File: src/rtl/tidf_pkg.sv
package tidf_pkg;
  typedef enum logic {
    CMD_DISABLE = 1'b0,
    CMD_ENABLE  = 1'b1
  } cmd_op_e;
endpackage

File: src/rtl/tidf_refcnt.sv
module tidf_refcnt
  import tidf_pkg::*;
#(
  parameter int NUM_SINKS = 2,
  parameter int ID_W      = 7,
  parameter int CNT_W     = 8
) (
  input  logic                 clk,
  input  logic                 rst,
  input  logic                 cmd_valid,
  input  cmd_op_e              cmd_op,
  input  logic [((NUM_SINKS > 1) ? $clog2(NUM_SINKS) : 1)-1:0] cmd_sink,
  input  logic [ID_W-1:0]      cmd_id,
  output logic                 set_bit,
  output logic                 clr_bit,
  output logic                 err_o
);
  localparam int SINK_W  = (NUM_SINKS > 1) ? $clog2(NUM_SINKS) : 1;
  localparam int NUM_IDS = 1 << ID_W;
  localparam int ENTRIES = NUM_SINKS * NUM_IDS;
  localparam int IDX_W   = SINK_W + ID_W;

  logic [CNT_W-1:0] cnt_q [ENTRIES];
  logic [IDX_W-1:0] idx;
  logic [CNT_W-1:0] cur;
  logic             bad;
  logic             err_q;

  assign idx = {cmd_sink, cmd_id};
  assign cur = cnt_q[idx];

  always_comb begin
    bad     = 1'b0;
    set_bit = 1'b0;
    clr_bit = 1'b0;
    if (cmd_valid) begin
      if (cmd_op == CMD_ENABLE) begin
        bad     = &cur;
        set_bit = 1'b1;
      end else begin
        bad     = (cur == '0);
        clr_bit = (cur == CNT_W'(1));
      end
    end
  end

  always_ff @(posedge clk) begin
    if (rst) begin
      err_q <= 1'b0;
      for (int i = 0; i < ENTRIES; i++) cnt_q[i] <= '0;
    end else begin
      err_q <= bad;
      if (cmd_valid && !bad) begin
        if (cmd_op == CMD_ENABLE) cnt_q[idx] <= cur + CNT_W'(1);
        else                      cnt_q[idx] <= cur - CNT_W'(1);
      end
    end
  end

  assign err_o = err_q;
endmodule

File: src/rtl/tidf_allow_bank.sv
module tidf_allow_bank #(
  parameter int NUM_SINKS = 2,
  parameter int ID_W      = 7,
  parameter int REG_W     = 32
) (
  input  logic                 clk,
  input  logic                 rst,
  input  logic                 wr_en,
  input  logic                 rd_en,
  input  logic [((NUM_SINKS > 1) ? $clog2(NUM_SINKS) : 1) + $clog2((1 << ID_W) / REG_W)-1:0] addr,
  input  logic [REG_W-1:0]     wdata,
  output logic [REG_W-1:0]     rdata,
  input  logic [((NUM_SINKS > 1) ? $clog2(NUM_SINKS) : 1)-1:0] cmd_sink,
  input  logic [ID_W-1:0]      cmd_id,
  input  logic                 set_bit,
  input  logic                 clr_bit,
  output logic [NUM_SINKS*(1 << ID_W)-1:0] bitmap_o
);
  localparam int SINK_W      = (NUM_SINKS > 1) ? $clog2(NUM_SINKS) : 1;
  localparam int NUM_IDS     = 1 << ID_W;
  localparam int WORDS       = NUM_IDS / REG_W;
  localparam int ADDR_W      = SINK_W + $clog2(WORDS);
  localparam int TOTAL_WORDS = NUM_SINKS * WORDS;
  localparam int BITS        = NUM_SINKS * NUM_IDS;

  logic [BITS-1:0]          bm_q, bm_d;
  logic [REG_W-1:0]         rd_word, rdata_q;
  logic [SINK_W+ID_W-1:0]   cidx;

  assign cidx = {cmd_sink, cmd_id};

  always_comb begin
    bm_d    = bm_q;
    rd_word = '0;
    for (int k = 0; k < TOTAL_WORDS; k++) begin
      if (addr == ADDR_W'(k)) begin
        rd_word = bm_q[k*REG_W +: REG_W];
        if (wr_en) bm_d[k*REG_W +: REG_W] = wdata;
      end
    end
    if (set_bit) bm_d[cidx] = 1'b1;
    if (clr_bit) bm_d[cidx] = 1'b0;
  end

  always_ff @(posedge clk) begin
    if (rst) begin
      bm_q    <= '0;
      rdata_q <= '0;
    end else begin
      bm_q <= bm_d;
      if (rd_en) rdata_q <= rd_word;
    end
  end

  assign bitmap_o = bm_q;
  assign rdata    = rdata_q;
endmodule

File: src/rtl/tidf_sink_port.sv
module tidf_sink_port #(
  parameter int ID_W   = 7,
  parameter int DATA_W = 32
) (
  input  logic              clk,
  input  logic              rst,
  input  logic              load,
  input  logic [ID_W-1:0]   in_id,
  input  logic [DATA_W-1:0] in_data,
  output logic              free,
  output logic              out_valid,
  input  logic              out_ready,
  output logic [ID_W-1:0]   out_id,
  output logic [DATA_W-1:0] out_data
);
  logic              valid_q;
  logic [ID_W-1:0]   id_q;
  logic [DATA_W-1:0] data_q;

  assign free = !valid_q || out_ready;

  always_ff @(posedge clk) begin
    if (rst) begin
      valid_q <= 1'b0;
      id_q    <= '0;
      data_q  <= '0;
    end else if (load) begin
      valid_q <= 1'b1;
      id_q    <= in_id;
      data_q  <= in_data;
    end else if (out_ready) begin
      valid_q <= 1'b0;
    end
  end

  assign out_valid = valid_q;
  assign out_id    = id_q;
  assign out_data  = data_q;
endmodule

File: src/rtl/trace_id_filter.sv
module trace_id_filter
  import tidf_pkg::*;
#(
  parameter int NUM_SINKS = 2,
  parameter int ID_W      = 7,
  parameter int REG_W     = 32,
  parameter int DATA_W    = 32,
  parameter int CNT_W     = 8
) (
  input  logic                        clk,
  input  logic                        rst,
  input  logic                        reg_wr_en,
  input  logic                        reg_rd_en,
  input  logic [((NUM_SINKS > 1) ? $clog2(NUM_SINKS) : 1) + $clog2((1 << ID_W) / REG_W)-1:0] reg_addr,
  input  logic [REG_W-1:0]            reg_wdata,
  output logic [REG_W-1:0]            reg_rdata,
  input  logic                        cmd_valid,
  input  logic                        cmd_op,
  input  logic [((NUM_SINKS > 1) ? $clog2(NUM_SINKS) : 1)-1:0] cmd_sink,
  input  logic [ID_W-1:0]             cmd_id,
  output logic                        cmd_err,
  input  logic                        in_valid,
  output logic                        in_ready,
  input  logic [ID_W-1:0]             in_id,
  input  logic [DATA_W-1:0]           in_data,
  output logic [NUM_SINKS-1:0]        out_valid,
  input  logic [NUM_SINKS-1:0]        out_ready,
  output logic [NUM_SINKS*ID_W-1:0]   out_id,
  output logic [NUM_SINKS*DATA_W-1:0] out_data
);
  localparam int NUM_IDS = 1 << ID_W;

  logic [NUM_SINKS*NUM_IDS-1:0] bitmap;
  logic [NUM_SINKS-1:0]         want, free, load;
  logic                         set_bit, clr_bit, accept;

  tidf_refcnt #(
    .NUM_SINKS(NUM_SINKS), .ID_W(ID_W), .CNT_W(CNT_W)
  ) u_refcnt (
    .clk(clk), .rst(rst),
    .cmd_valid(cmd_valid), .cmd_op(cmd_op_e'(cmd_op)),
    .cmd_sink(cmd_sink), .cmd_id(cmd_id),
    .set_bit(set_bit), .clr_bit(clr_bit), .err_o(cmd_err)
  );

  tidf_allow_bank #(
    .NUM_SINKS(NUM_SINKS), .ID_W(ID_W), .REG_W(REG_W)
  ) u_bank (
    .clk(clk), .rst(rst),
    .wr_en(reg_wr_en), .rd_en(reg_rd_en), .addr(reg_addr),
    .wdata(reg_wdata), .rdata(reg_rdata),
    .cmd_sink(cmd_sink), .cmd_id(cmd_id),
    .set_bit(set_bit), .clr_bit(clr_bit),
    .bitmap_o(bitmap)
  );

  always_comb begin
    in_ready = 1'b1;
    for (int s = 0; s < NUM_SINKS; s++) begin
      want[s] = bitmap[s*NUM_IDS + int'(in_id)];
      if (want[s] && !free[s]) in_ready = 1'b0;
    end
  end

  assign accept = in_valid && in_ready;

  for (genvar s = 0; s < NUM_SINKS; s++) begin : g_sink
    assign load[s] = accept && want[s];
    tidf_sink_port #(
      .ID_W(ID_W), .DATA_W(DATA_W)
    ) u_port (
      .clk(clk), .rst(rst),
      .load(load[s]), .in_id(in_id), .in_data(in_data),
      .free(free[s]),
      .out_valid(out_valid[s]), .out_ready(out_ready[s]),
      .out_id(out_id[s*ID_W +: ID_W]),
      .out_data(out_data[s*DATA_W +: DATA_W])
    );
  end
endmodule

File: config.mk
export PLATFORM = sky130hd
export DESIGN_NAME = trace_id_filter
export DESIGN_NICKNAME = d
export VERILOG_FILES = /design/src/rtl/tidf_pkg.sv /design/src/rtl/tidf_refcnt.sv /design/src/rtl/tidf_allow_bank.sv /design/src/rtl/tidf_sink_port.sv /design/src/rtl/trace_id_filter.sv
export SDC_FILE = /design/constraint.sdc
export NUM_CORES = 2
export LEC_CHECK = 0
export ABC_AREA = 1
export BUFFER_PORTS_ARGS = -buffer_cell sky130_fd_sc_hd__buf_2
export CAP_MARGIN = 10
export CORE_MARGIN = 8
export CORE_UTILIZATION = 35
export CTS_CLUSTER_SIZE = 8
export DETAILED_ROUTE_END_ITERATION = 7
export PLACE_DENSITY = 0.46
export SKIP_CTS_REPAIR_TIMING = 1
export SYNTH_ARGS = -nofsm -noshare
export SYNTH_HDL_FRONTEND = slang
export SYNTH_HIERARCHICAL = 1
export SYNTH_SLANG_ARGS = --single-unit
File: constraint.sdc
create_clock -name clk -period 12.3 [get_ports clk]
set_input_delay 2.46 -clock clk [delete_from_list [all_inputs] [get_ports clk]]
set_output_delay 2.46 -clock clk [all_outputs]
set_load 0.03 [all_outputs]
==> metrics.md <==
| Metric | Value |
|---|---|
| CTS Buffer Depth | 4 |
| Max Slew Vio Count | 0 |
| Final Cycle Share | 0.772 |
| Met2 wire len | 226000 um |
| Clock Latency Late Sink | 0.95 ns |
| Worst-path maximum fanout | 113 |
| Critical path arrival | 10.07 ns |
| Num CTS Buffers | 342 |
| Post-synth ARST share | 0 |
| Routed met3 length | 45600 um |
| Top_reg_cell synth | edfxtp_1 |
| Status | completed |
| Final setup TNS | 0 ns |
| Core Rows | 215 |
| Worst-margin pin slew | 1.31 ns |
| WHS | 0.459 ns |
| Starting Density | 0.351 |
| Maxcap violations | 0 |
| Sinks on Clock Net | 2417 |
| Core area | 0.343 sq mm |
| Sequential cell area fraction in the yosys report | 0.572 |
| Placed Instance Area | 0.125 sq mm |
| RSZ-0062 raised after global routing | no |
| Antenna Nets Post-Route | 0 |
| Clock slew at reported path FFs | 0.05 ns |
| Worst hold-check path type | register to register |
| Final instance area | 0.134 sq mm |
| Peak VDD IR | 0.000122 V |
| GRT Util Overall | 0.269 |
| Ports | 205 |
| Die span in x | 602 um |
| Syn Area/Cell | 8.20 sq um |
| Initial antenna violation count | 32 |
| Crit. End Element | register |
| Drt wl/cell | 26.6 um |
| Crit path kind | input port to register |
| Area Growth Syn to Fin | 11.4% |
| DRT Pass-1 Iters | 6 |
| Clock Tree Root | clkbuf_16 |
| CP startpoint | cmd_id[1] |
| Fin. Hold Viols | 0 |
| Placed wire-length estimate | 311000 um |
| Post-Syn Area | 0.120 sq mm |
| Die Y | 602 um |
| GR Overflow Total | 0 |
| Commonest non-fill, non-tap cells in the layout | nand2_1 (6031), edfxtp_1 (2048), nor2_1 (1983), inv_1 (949), nand3_1 (556) |
| Setup Viol. Count Final | 0 |
| Residual DRC | 0 |
| CP Data Required Time | 12.88 ns |
| P_leak | 58.7 nW |
| Post-route minimum period | 9.49 ns |
| Power Density | 152 mW/mm^2 |
| YS warnings | 6 |
| Vias | 102925 |
| Total die area | 0.363 sq mm |
| Routability cong. | 0.885 |
| Worst rel slew slack | 0.125 |
| Final Skew | 0.0472 ns |
| M1 wire length | 219000 um |
| First-pass GRT wire length | 719000 um |
| Power Total | 20.4 mW |
| Netlist cell types | 42 |
| Fin nets | 14606 |
| Largest net degree at the start of global routing | 159 |
| CTS tree | built |
| Min-delay src | u_bank/rdata[14] |
| Routed vias/inst | 5.37 |
| Fmax | 105 MHz |
| Post-synth EDFFs | 2048 |
| Worst Setup Start Kind | input port |
| Worst reg2reg path startpoint | u_refcnt/cnt_q[4][0] |
| # port buffers | 204 |
| H-tree depth | 5 |
| Mapped Cells | 14685 |
| Register bit total from synthesis | 2417 |
| Highest routed metal layer | met5 |
| Share of layout cells above drive strength 1 | 0.0729 |
| Commonest non-fill, non-tap cell in the layout | nand2_1 |
| Mapped Nets | 14780 |
| Vias in the first global route | 96348 |
| DRT iter0 DRCs | 11631 |
| Final WL | 510000 um |
## logic make-up after synthesis
logic type / count (synthesis) / share of synthesized area
and+or+nand+nor: 9079 / 0.301
DFF: 2417 / 0.572
buffers and inverters: 1982 / 0.0712
AOI/OAI and AO/OA: 1197 / 0.0550
xor gates and xnor gates: 6 / 0.000437
adders and majority gates: 4 / 0.000416
## routing by layer
layer,global-route usage,vias up
met5,0,-
met4,0.0971,4
met3,0.0556,834
met2,0.416,4696
met1,0.374,50304
li1,-,47087
## path summary, 6_finish.rpt
check	end	slack, ns	cells after the start
max	u_refcnt/cnt_q[112][4]	2.81	24
min	u_bank/rdata[14]	0.46	2
max reg2reg	u_refcnt/cnt_q[112][4]	5.04	19
min reg2reg	u_bank/rdata[14]	0.46	2
## state kept, by name, summed over array words and instances (netlist names)
signal	count
u_bank/rdata	32
g_sink.u_port/out_id	14
u_refcnt/err_o	1
g_sink.u_port/out_valid	2
g_sink.u_port/out_data	64
u_refcnt/cnt_q	2048
u_bank/bitmap_o	256
## synthesized netlist by cell type (4+ instances only)
| library cell | n | area (sq um) |
|---|---|---|
| a21oi_1 | 361 | 1810 |
| a22oi_1 | 40 | 300 |
| a31oi_1 | 52 | 325 |
| buf_1 | 98 | 368 |
| buf_12 | 8 | 160 |
| buf_2 | 402 | 2010 |
| buf_4 | 79 | 593 |
| buf_6 | 25 | 282 |
| clkbuf_1 | 367 | 1380 |
| clkinv_1 | 17 | 63.8 |
| dfxtp_1 | 369 | 7390 |
| edfxtp_1 | 2048 | 61500 |
| ha_1 | 4 | 50.1 |
| inv_1 | 961 | 3610 |
| inv_2 | 22 | 82.6 |
| nand2_1 | 6036 | 22700 |
| nand2_2 | 11 | 68.8 |
| nand2_4 | 5 | 56.3 |
| nand3_1 | 559 | 2800 |
| nand4_1 | 306 | 1910 |
| nand4_2 | 14 | 175 |
| nor2_1 | 2004 | 7520 |
| nor2_2 | 103 | 644 |
| nor2_4 | 15 | 169 |
| nor3_1 | 8 | 40.0 |
| o211ai_1 | 13 | 97.6 |
| o21ai_0 | 407 | 2040 |
| o21ai_1 | 108 | 541 |
| o221ai_1 | 47 | 412 |
| o22ai_1 | 135 | 845 |
| o31ai_1 | 31 | 233 |
| or2_2 | 13 | 81.3 |
| xor2_1 | 5 | 43.8 |
## metrics by stage
step | utilization | instances | setup slack, ns
2_1_floorplan | - | 14685 | 6.17
3_3_place_gp | 0.364 | 18723 | 2.25
3_5_place_dp | 0.364 | 18723 | 2.25
4_1_cts | 0.391 | 19142 | 3.24
5_1_grt | 0.391 | 19151 | 2.91
6_report | 0.391 | 19166 | 2.81
## power by group
group	internal [mW]	switching (mW)
sequential	9.16	0.105
clock	4.97	3.66
combinational	0.411	2.14
total	14.5	5.91
## critical path, stage by stage
cell and delay, ns:
buf_8 0.21, inv_8 0.41, nor2_4 0.19, buf_12 0.25, buf_4 0.51, nand2_1 0.10, nand4_1 0.08, nand2_1 0.06
nand2_1 0.06, nor2_1 0.18, nor2_1 0.12, nor2_1 0.11, nand2_1 0.08, nor2_1 0.30, nand3_4 0.49, ha_1 0.45
nand3_1 0.14, nor2_1 0.13, nand2_8 0.43, nand3_4 0.63, nor2_4 1.11, buf_4 0.43, nand2_1 0.18, nand2_1 0.33
## layout make-up
class,instances,area (sq um)
fill,35254,209000
sequential,2417,68900
multi-input combinational,10286,43200
clock buffer,392,8770
tap,4557,5700
inverter,1003,3840
timing repair buffer,461,3290
clock inverter,27,368
antenna,23,57.6
No activity file was read; power rests on OpenSTA's default activity.
